[config.mk]
export PLATFORM = sky130hd
export DESIGN_NAME = exc_entry_seq
export DESIGN_NICKNAME = d
export VERILOG_FILES = /design/src/rtl/exc_seq_pkg.sv /design/src/rtl/exc_seq_ctrl.sv /design/src/rtl/exc_seq_capture.sv /design/src/rtl/exc_seq_port.sv /design/src/rtl/exc_entry_seq.sv
export SDC_FILE = /design/constraint.sdc
export NUM_CORES = 1
export LEC_CHECK = 0
export BUFFER_PORTS_ARGS = -buffer_cell sky130_fd_sc_hd__buf_2
export CAP_MARGIN = 20
export CELL_PAD_IN_SITES_DETAIL_PLACEMENT = 2
export CELL_PAD_IN_SITES_GLOBAL_PLACEMENT = 2
export CORE_UTILIZATION = 32
export CTS_CLUSTER_DIAMETER = 100
export DETAILED_ROUTE_END_ITERATION = 12
export PLACE_DENSITY = 0.95
export SETUP_SLACK_MARGIN = 0.2
export SYNTH_ARGS = -nofsm -noshare
export SYNTH_HDL_FRONTEND = slang
export SYNTH_HIERARCHICAL = 1
export SYNTH_SLANG_ARGS = --single-unit
[constraint.sdc]
create_clock -name clk -period 3.7 [get_ports clk]
set_clock_uncertainty 0.05 [all_clocks]
set_input_delay 0.185 -clock clk [delete_from_list [all_inputs] [get_ports clk]]
set_output_delay 0.185 -clock clk [all_outputs]
set_load 0.005 [all_outputs]
[src/rtl/exc_seq_pkg.sv]
package exc_seq_pkg;

    typedef enum logic [2:0] {
        ST_IDLE,
        ST_SAVE_SR,
        ST_PUSH_FMT,
        ST_PUSH_PC,
        ST_PUSH_SR,
        ST_READ_VEC,
        ST_PREFETCH,
        ST_DONE
    } seq_state_e;

    // status word bit positions
    localparam int SR_T1_BIT = 15;
    localparam int SR_T0_BIT = 14;
    localparam int SR_S_BIT  = 13;

    // frame format nibble and offset field width of the first pushed word
    localparam logic [3:0] FRAME_FMT = 4'h0;
    localparam int         OFF_FIELD_W = 12;

endpackage

[src/rtl/exc_seq_ctrl.sv]
module exc_seq_ctrl
    import exc_seq_pkg::*;
(
    input  logic       clk,
    input  logic       rst_n,
    input  logic       req_valid,
    input  logic       mem_ready,
    input  logic       fetch_ready,
    output seq_state_e state
);

    seq_state_e state_q;
    seq_state_e state_d;

    always_ff @(posedge clk or negedge rst_n) begin
        if (!rst_n) state_q <= ST_IDLE;
        else        state_q <= state_d;
    end

    always_comb begin
        state_d = state_q;
        unique case (state_q)
            ST_IDLE:     if (req_valid)   state_d = ST_SAVE_SR;
            ST_SAVE_SR:                   state_d = ST_PUSH_FMT;
            ST_PUSH_FMT: if (mem_ready)   state_d = ST_PUSH_PC;
            ST_PUSH_PC:  if (mem_ready)   state_d = ST_PUSH_SR;
            ST_PUSH_SR:  if (mem_ready)   state_d = ST_READ_VEC;
            ST_READ_VEC: if (mem_ready)   state_d = ST_PREFETCH;
            ST_PREFETCH: if (fetch_ready) state_d = ST_DONE;
            ST_DONE:                      state_d = ST_IDLE;
            default:                      state_d = ST_IDLE;
        endcase
    end

    assign state = state_q;

endmodule

[src/rtl/exc_seq_capture.sv]
module exc_seq_capture
    import exc_seq_pkg::*;
#(
    parameter int ADDR_W = 32,
    parameter int SR_W   = 16,
    parameter int VEC_W  = 8
) (
    input  logic              clk,
    input  logic              rst_n,
    input  seq_state_e        state,
    input  logic              req_valid,
    input  logic [VEC_W-1:0]  req_vector,
    input  logic [SR_W-1:0]   sr_in,
    input  logic [ADDR_W-1:0] fault_pc,
    input  logic [ADDR_W-1:0] vbr_in,
    input  logic [ADDR_W-1:0] ssp_in,
    input  logic              mem_ready,
    input  logic [ADDR_W-1:0] mem_rdata,
    output logic [VEC_W-1:0]  vec_q,
    output logic [SR_W-1:0]   sr_copy_q,
    output logic [ADDR_W-1:0] pc_q,
    output logic [ADDR_W-1:0] vbr_q,
    output logic [ADDR_W-1:0] sp_q,
    output logic [ADDR_W-1:0] handler_q
);

    localparam int WORD_BYTES = ADDR_W / 8;

    logic accept;
    logic push_done;
    logic vec_done;

    assign accept    = (state == ST_IDLE) && req_valid;
    assign push_done = mem_ready &&
                       ((state == ST_PUSH_FMT) || (state == ST_PUSH_PC) ||
                        (state == ST_PUSH_SR));
    assign vec_done  = mem_ready && (state == ST_READ_VEC);

    // request snapshot, frozen for the whole sequence
    always_ff @(posedge clk or negedge rst_n) begin
        if (!rst_n) begin
            vec_q     <= '0;
            sr_copy_q <= '0;
            pc_q      <= '0;
            vbr_q     <= '0;
        end else if (accept) begin
            vec_q     <= req_vector;
            sr_copy_q <= sr_in;
            pc_q      <= fault_pc;
            vbr_q     <= vbr_in;
        end
    end

    // working stack pointer, pre-decrement committed when a push completes
    always_ff @(posedge clk or negedge rst_n) begin
        if (!rst_n)         sp_q <= '0;
        else if (accept)    sp_q <= ssp_in;
        else if (push_done) sp_q <= sp_q - ADDR_W'(WORD_BYTES);
    end

    always_ff @(posedge clk or negedge rst_n) begin
        if (!rst_n)        handler_q <= '0;
        else if (vec_done) handler_q <= mem_rdata;
    end

endmodule

[src/rtl/exc_seq_port.sv]
module exc_seq_port
    import exc_seq_pkg::*;
#(
    parameter int ADDR_W = 32,
    parameter int SR_W   = 16,
    parameter int VEC_W  = 8
) (
    input  seq_state_e        state,
    input  logic [VEC_W-1:0]  vec_q,
    input  logic [SR_W-1:0]   sr_copy_q,
    input  logic [ADDR_W-1:0] pc_q,
    input  logic [ADDR_W-1:0] vbr_q,
    input  logic [ADDR_W-1:0] sp_q,
    input  logic [ADDR_W-1:0] handler_q,
    output logic              busy,
    output logic              sr_we,
    output logic [SR_W-1:0]   sr_out,
    output logic              ssp_we,
    output logic [ADDR_W-1:0] ssp_out,
    output logic              mem_req,
    output logic              mem_we,
    output logic [ADDR_W-1:0] mem_addr,
    output logic [ADDR_W-1:0] mem_wdata,
    output logic              fetch_redirect,
    output logic [ADDR_W-1:0] fetch_pc,
    output logic              done
);

    localparam int WORD_BYTES = ADDR_W / 8;
    localparam int OFF_SHIFT  = $clog2(WORD_BYTES);
    localparam int OFF_PAD    = OFF_FIELD_W - VEC_W - OFF_SHIFT;
    localparam int FMT_PAD    = ADDR_W - 4 - OFF_FIELD_W;
    localparam int SR_PAD     = ADDR_W - SR_W;

    logic [OFF_FIELD_W-1:0] vec_off;
    logic [ADDR_W-1:0]      fmt_word;
    logic [ADDR_W-1:0]      sr_word;
    logic [ADDR_W-1:0]      sp_dec;
    logic [ADDR_W-1:0]      vec_addr;
    logic [SR_W-1:0]        sr_new;

    assign vec_off  = {{OFF_PAD{1'b0}}, vec_q, {OFF_SHIFT{1'b0}}};
    assign fmt_word = {{FMT_PAD{1'b0}}, FRAME_FMT, vec_off};
    assign sr_word  = {{SR_PAD{1'b0}}, sr_copy_q};
    assign sp_dec   = sp_q - ADDR_W'(WORD_BYTES);
    assign vec_addr = vbr_q + ADDR_W'(vec_off);

    always_comb begin
        sr_new            = sr_copy_q;
        sr_new[SR_S_BIT]  = 1'b1;
        sr_new[SR_T1_BIT] = 1'b0;
        sr_new[SR_T0_BIT] = 1'b0;
    end

    always_comb begin
        busy           = (state != ST_IDLE);
        sr_we          = 1'b0;
        sr_out         = sr_new;
        ssp_we         = 1'b0;
        ssp_out        = sp_q;
        mem_req        = 1'b0;
        mem_we         = 1'b0;
        mem_addr       = '0;
        mem_wdata      = '0;
        fetch_redirect = 1'b0;
        fetch_pc       = handler_q;
        done           = 1'b0;
        unique case (state)
            ST_IDLE: begin
            end
            ST_SAVE_SR: begin
                sr_we = 1'b1;
            end
            ST_PUSH_FMT: begin
                mem_req   = 1'b1;
                mem_we    = 1'b1;
                mem_addr  = sp_dec;
                mem_wdata = fmt_word;
            end
            ST_PUSH_PC: begin
                mem_req   = 1'b1;
                mem_we    = 1'b1;
                mem_addr  = sp_dec;
                mem_wdata = pc_q;
            end
            ST_PUSH_SR: begin
                mem_req   = 1'b1;
                mem_we    = 1'b1;
                mem_addr  = sp_dec;
                mem_wdata = sr_word;
            end
            ST_READ_VEC: begin
                mem_req  = 1'b1;
                mem_addr = vec_addr;
            end
            ST_PREFETCH: begin
                fetch_redirect = 1'b1;
            end
            ST_DONE: begin
                done   = 1'b1;
                ssp_we = 1'b1;
            end
            default: begin
            end
        endcase
    end

endmodule

[src/rtl/exc_entry_seq.sv]
module exc_entry_seq
    import exc_seq_pkg::*;
#(
    parameter int ADDR_W = 32,
    parameter int SR_W   = 16,
    parameter int VEC_W  = 8
) (
    input  logic              clk,
    input  logic              rst_n,
    input  logic              req_valid,
    input  logic [VEC_W-1:0]  req_vector,
    input  logic [SR_W-1:0]   sr_in,
    input  logic [ADDR_W-1:0] fault_pc,
    input  logic [ADDR_W-1:0] vbr_in,
    input  logic [ADDR_W-1:0] ssp_in,
    output logic              busy,
    output logic              sr_we,
    output logic [SR_W-1:0]   sr_out,
    output logic              ssp_we,
    output logic [ADDR_W-1:0] ssp_out,
    output logic              mem_req,
    output logic              mem_we,
    output logic [ADDR_W-1:0] mem_addr,
    output logic [ADDR_W-1:0] mem_wdata,
    input  logic              mem_ready,
    input  logic [ADDR_W-1:0] mem_rdata,
    output logic              fetch_redirect,
    output logic [ADDR_W-1:0] fetch_pc,
    input  logic              fetch_ready,
    output logic              done
);

    seq_state_e        state;
    logic [VEC_W-1:0]  vec_q;
    logic [SR_W-1:0]   sr_copy_q;
    logic [ADDR_W-1:0] pc_q;
    logic [ADDR_W-1:0] vbr_q;
    logic [ADDR_W-1:0] sp_q;
    logic [ADDR_W-1:0] handler_q;

    exc_seq_ctrl u_ctrl (
        .clk         (clk),
        .rst_n       (rst_n),
        .req_valid   (req_valid),
        .mem_ready   (mem_ready),
        .fetch_ready (fetch_ready),
        .state       (state)
    );

    exc_seq_capture #(
        .ADDR_W (ADDR_W),
        .SR_W   (SR_W),
        .VEC_W  (VEC_W)
    ) u_cap (
        .clk        (clk),
        .rst_n      (rst_n),
        .state      (state),
        .req_valid  (req_valid),
        .req_vector (req_vector),
        .sr_in      (sr_in),
        .fault_pc   (fault_pc),
        .vbr_in     (vbr_in),
        .ssp_in     (ssp_in),
        .mem_ready  (mem_ready),
        .mem_rdata  (mem_rdata),
        .vec_q      (vec_q),
        .sr_copy_q  (sr_copy_q),
        .pc_q       (pc_q),
        .vbr_q      (vbr_q),
        .sp_q       (sp_q),
        .handler_q  (handler_q)
    );

    exc_seq_port #(
        .ADDR_W (ADDR_W),
        .SR_W   (SR_W),
        .VEC_W  (VEC_W)
    ) u_port (
        .state          (state),
        .vec_q          (vec_q),
        .sr_copy_q      (sr_copy_q),
        .pc_q           (pc_q),
        .vbr_q          (vbr_q),
        .sp_q           (sp_q),
        .handler_q      (handler_q),
        .busy           (busy),
        .sr_we          (sr_we),
        .sr_out         (sr_out),
        .ssp_we         (ssp_we),
        .ssp_out        (ssp_out),
        .mem_req        (mem_req),
        .mem_we         (mem_we),
        .mem_addr       (mem_addr),
        .mem_wdata      (mem_wdata),
        .fetch_redirect (fetch_redirect),
        .fetch_pc       (fetch_pc),
        .done           (done)
    );

endmodule

==> results.json <==
{
  "outcome": "completed",
  "yosysWarnings": 6,
  "synth_top_family_by_area": "simple AND/OR/NAND/NOR gates",
  "rows": 61,
  "routed_wl_mm": 43.5,
  "ys.flop_type": "dfrtp_1",
  "peakVddDrop_mv": 0.432,
  "layout-drive-gt1-share_pct": 28.6,
  "setup-tns-final_ns": 0,
  "synthToLayoutAreaGrowth_pct": 37.1,
  "clkTransAtPathRegs_ns": 0.08,
  "p_int_w": 0.00538,
  "synth_mux_area_share_pct": 4.87,
  "dp_cells": 1622,
  "met1_length_mm": 17.0,
  "initial_core_util_pct": 32.9,
  "nets": 1580,
  "drc": 0,
  "critical_path_class": "reg2out",
  "clockPowerShare_pct": 17.8,
  "syn_area_um2": 9250,
  "postLayoutCellArea_um2": 12700,
  "antenna_left": 0,
  "powerDensity_nw_per_um2": 812,
  "power_switching_w": 0.00492,
  "fin_crit_sh_pct": 88.9,
  "synthArstFlopShare_pct": 100,
  "drv_slew": 0,
  "cts_root_buf": "clkbuf_16",
  "relSlewSlack_pct": 29.5,
  "dr_wl_met2_mm": 22.0,
  "grt_max_degree": 91,
  "firstDrtPassIters": 7,
  "setup_viol": 0,
  "numCtsBuffers": 17,
  "critPathArrivalTime_ns": 3.05,
  "gp_congestion": 0.836,
  "yosysSeqAreaShare_pct": 41.9,
  "critPathCaptureType": "output port",
  "port_buffers": 304,
  "hp-class": "in2reg",
  "drtIter0Drc": 535,
  "routed.top_layer": "met4",
  "synth_adder_area_share_pct": 1.57,
  "syn_inst": 1056,
  "post_dp_cell_area_um2": 10600,
  "grt_setup_unrepaired": "false",
  "routedWlPerCell_um": 24.1,
  "die-area_um2": 29600,
  "dp_hpwl_mm": 26.4,
  "io_pins": 308,
  "fmax_mhz": 304,
  "die_h_um": 172,
  "cts_tree": "built",
  "p_seq_share_pct": 35.4,
  "wl_met3_mm": 2.06,
  "overflow": 0,
  "grt_util_all_layers_pct": 29.2,
  "leakage_nw": 6.11,
  "synth_area_leaders": "dfrtp_1, nand2_1, buf_4",
  "fp.dieW_um": 172,
  "vias_per_cell": 5.25,
  "yosysTopAreaCell": "dfrtp_1",
  "clockBufferDepth": 2,
  "combPwrFrac_pct": 46.8,
  "grt_pass1_vias": 10700,
  "grt_pass1_wl_mm": 64.4,
  "cts_resized": 0,
  "instances_no_fill": 1807,
  "min_period_ns": 3.29,
  "synth_edf_count": 0,
  "ys_ff_latch": 155,
  "crit_fanout": 8,
  "synth_top_area_share_pct": 41.9,
  "hold_viol": 0,
  "nFillCells": 3119,
  "core_um2": 28100,
  "synth.distinct_cells": 72,
  "antenna_found_initial": 3,
  "fin_util_pct": 45.2,
  "max_cap_violations": 0,
  "synthXorXnorAreaFrac_pct": 7.01,
  "synth_compound_gate_area_share_pct": 9.50,
  "cts_sinks": 155,
  "htreeDepth": 4,
  "vias": 9486,
  "synthSimpleGateAreaFrac_pct": 25.9,
  "sw_frac_of_total_pct": 47.8,
  "whs_ns": 0.0570,
  "tightestPinTransition_ns": 1.06,
  "clock_latency_ns": 0.45,
  "required_ns": 3.46,
  "start_kind": "flop",
  "avgSynthCellArea_um2": 8.76
}
[final timing paths]
path | endpoint | slack, ns | cells past startpoint | from
worst max-delay path | mem_addr[24] | 0.41 | 10 | u_cap/vec_q[0]
worst min-delay path | u_ctrl/state[2] | 0.06 | 3 | mem_ready
worst max register to register | u_cap/sp_q[20] | 0.66 | 5 | u_cap/sp_q[8]
worst min register to register | u_cap/pc_q[18] | 0.44 | 2 | u_cap/pc_q[18]
max in group asynchronous | u_cap/pc_q[18] | 2.35 | 3 | rst_n
min in group asynchronous | u_cap/vbr_q[20] | 0.33 | 2 | rst_n
[cell usage after synthesis, drive strengths merged (4+ instances only)]
| library cell | instances |
|---|---|
| xor2 | 35 |
| nor3 | 21 |
| nand4 | 10 |
| nor2 | 35 |
| mux2 | 32 |
| nand2 | 318 |
| mux2i | 9 |
| clkbuf | 43 |
| nand3 | 15 |
| a211oi | 5 |
| nand2b | 6 |
| nor4 | 18 |
| and4 | 7 |
| buf | 87 |
| nor3b | 6 |
| xnor2 | 39 |
| o211ai | 9 |
| dfrtp | 155 |
| and2 | 24 |
| ha | 10 |
| inv | 13 |
| or4 | 9 |
| o21ai | 38 |
| a21oi | 12 |
| and3 | 4 |
| or3 | 7 |
| a22o | 10 |
| o22ai | 24 |
| nand4b | 6 |
[final cells by class]
class	instances	area [um^2]	share of cell area, %
multi-input combinational	759	4540	35.8
clock inverter	14	149	1.17
sequential	155	3880	30.6
inverter	13	48.8	0.385
timing repair buffer	466	3140	24.8
antenna	4	10.0	0.0789
tap	378	473	3.73
clock buffer	18	439	3.46
[power groups by stage]
stage | sequential, W | clock, W | combinational, W
2_1_floorplan | 0.00315 | 0 | 0.00317
3_3_place_gp | 0.00346 | 0 | 0.00416
3_5_place_dp | 0.00356 | 0 | 0.00441
4_1_cts | 0.00354 | 0.00181 | 0.00460
5_1_grt | 0.00374 | 0.00190 | 0.00522
6_report | 0.00365 | 0.00183 | 0.00483
[sequential cells by signal, indices dropped and copies added, names as in the netlist]
signal,cells
u_cap/handler_q,32
u_cap/pc_q,32
u_cap/sp_q,32
u_cap/vbr_q,32
u_cap/sr_copy_q,16
u_cap/vec_q,8
u_ctrl/state,3
[metal layers]
metal / vias up / global-route usage [%]
li1: 4217 / -
met1: 4760 / 33.1
met2: 381 / 51.2
met3: 128 / 5.33
met4: 0 / 17.5
met5: - / 0
[worst max-delay path, stage by stage, from the launching register on]
cell	delay, ns
dfrtp_1	0.39
ha_1	0.21
inv_1	0.06
fa_1	0.40
nand2b_1	0.18
a21oi_1	0.16
buf_4	0.18
o21ai_1	0.21
o311a_1	0.41
a221o_1	0.27
buf_2	0.14
[cell families (layout without fill, tap and decap cells)]
| logic type | Yosys count | count (layout) |
|---|---|---|
| adders and majority gates | 11 | 11 |
| xor gates and xnor gates | 74 | 74 |
| muxes | 41 | 41 |
| buffers and inverters | 143 | 511 |
| DFF | 155 | 155 |
| other | 2 | 7 |
| and+or+nand+nor | 503 | 503 |
| AOI/OAI and AO/OA | 127 | 127 |
[per-stage QoR]
| stage | total power [W] | setup WS [ns] |
|---|---|---|
| 5_1_grt | 0.0109 | 0.268 |
| 6_report | 0.0103 | 0.411 |
| 2_1_floorplan | 0.00632 | 1.12 |
| 3_3_place_gp | 0.00762 | 1.01 |
| 3_5_place_dp | 0.00797 | 0.926 |
| 4_1_cts | 0.00995 | 0.464 |
[cells in the final DEF (no fill, tap or decap), types with 11 or more instances in the layout]
cell type / instances
a21oi_1: 12
and2_1: 24
buf_2: 303
buf_4: 11
clkbuf_16: 17
dfrtp_1: 155
dlygate4sd3_1: 149
inv_1: 13
mux2_2: 32
nand2_1: 318
nand3_1: 14
nor2_1: 35
nor3_1: 18
nor4_1: 15
o21ai_0: 36
o22ai_1: 21
xnor2_1: 39
xor2_1: 35
[timing repair]
item | in CTS | in global routing
endpoints found under the hold margin | 229 | 0
buffers inserted | 0 | 0
hold buffers | 149 | 0
Note: power is estimated with default switching activity, not from simulation.
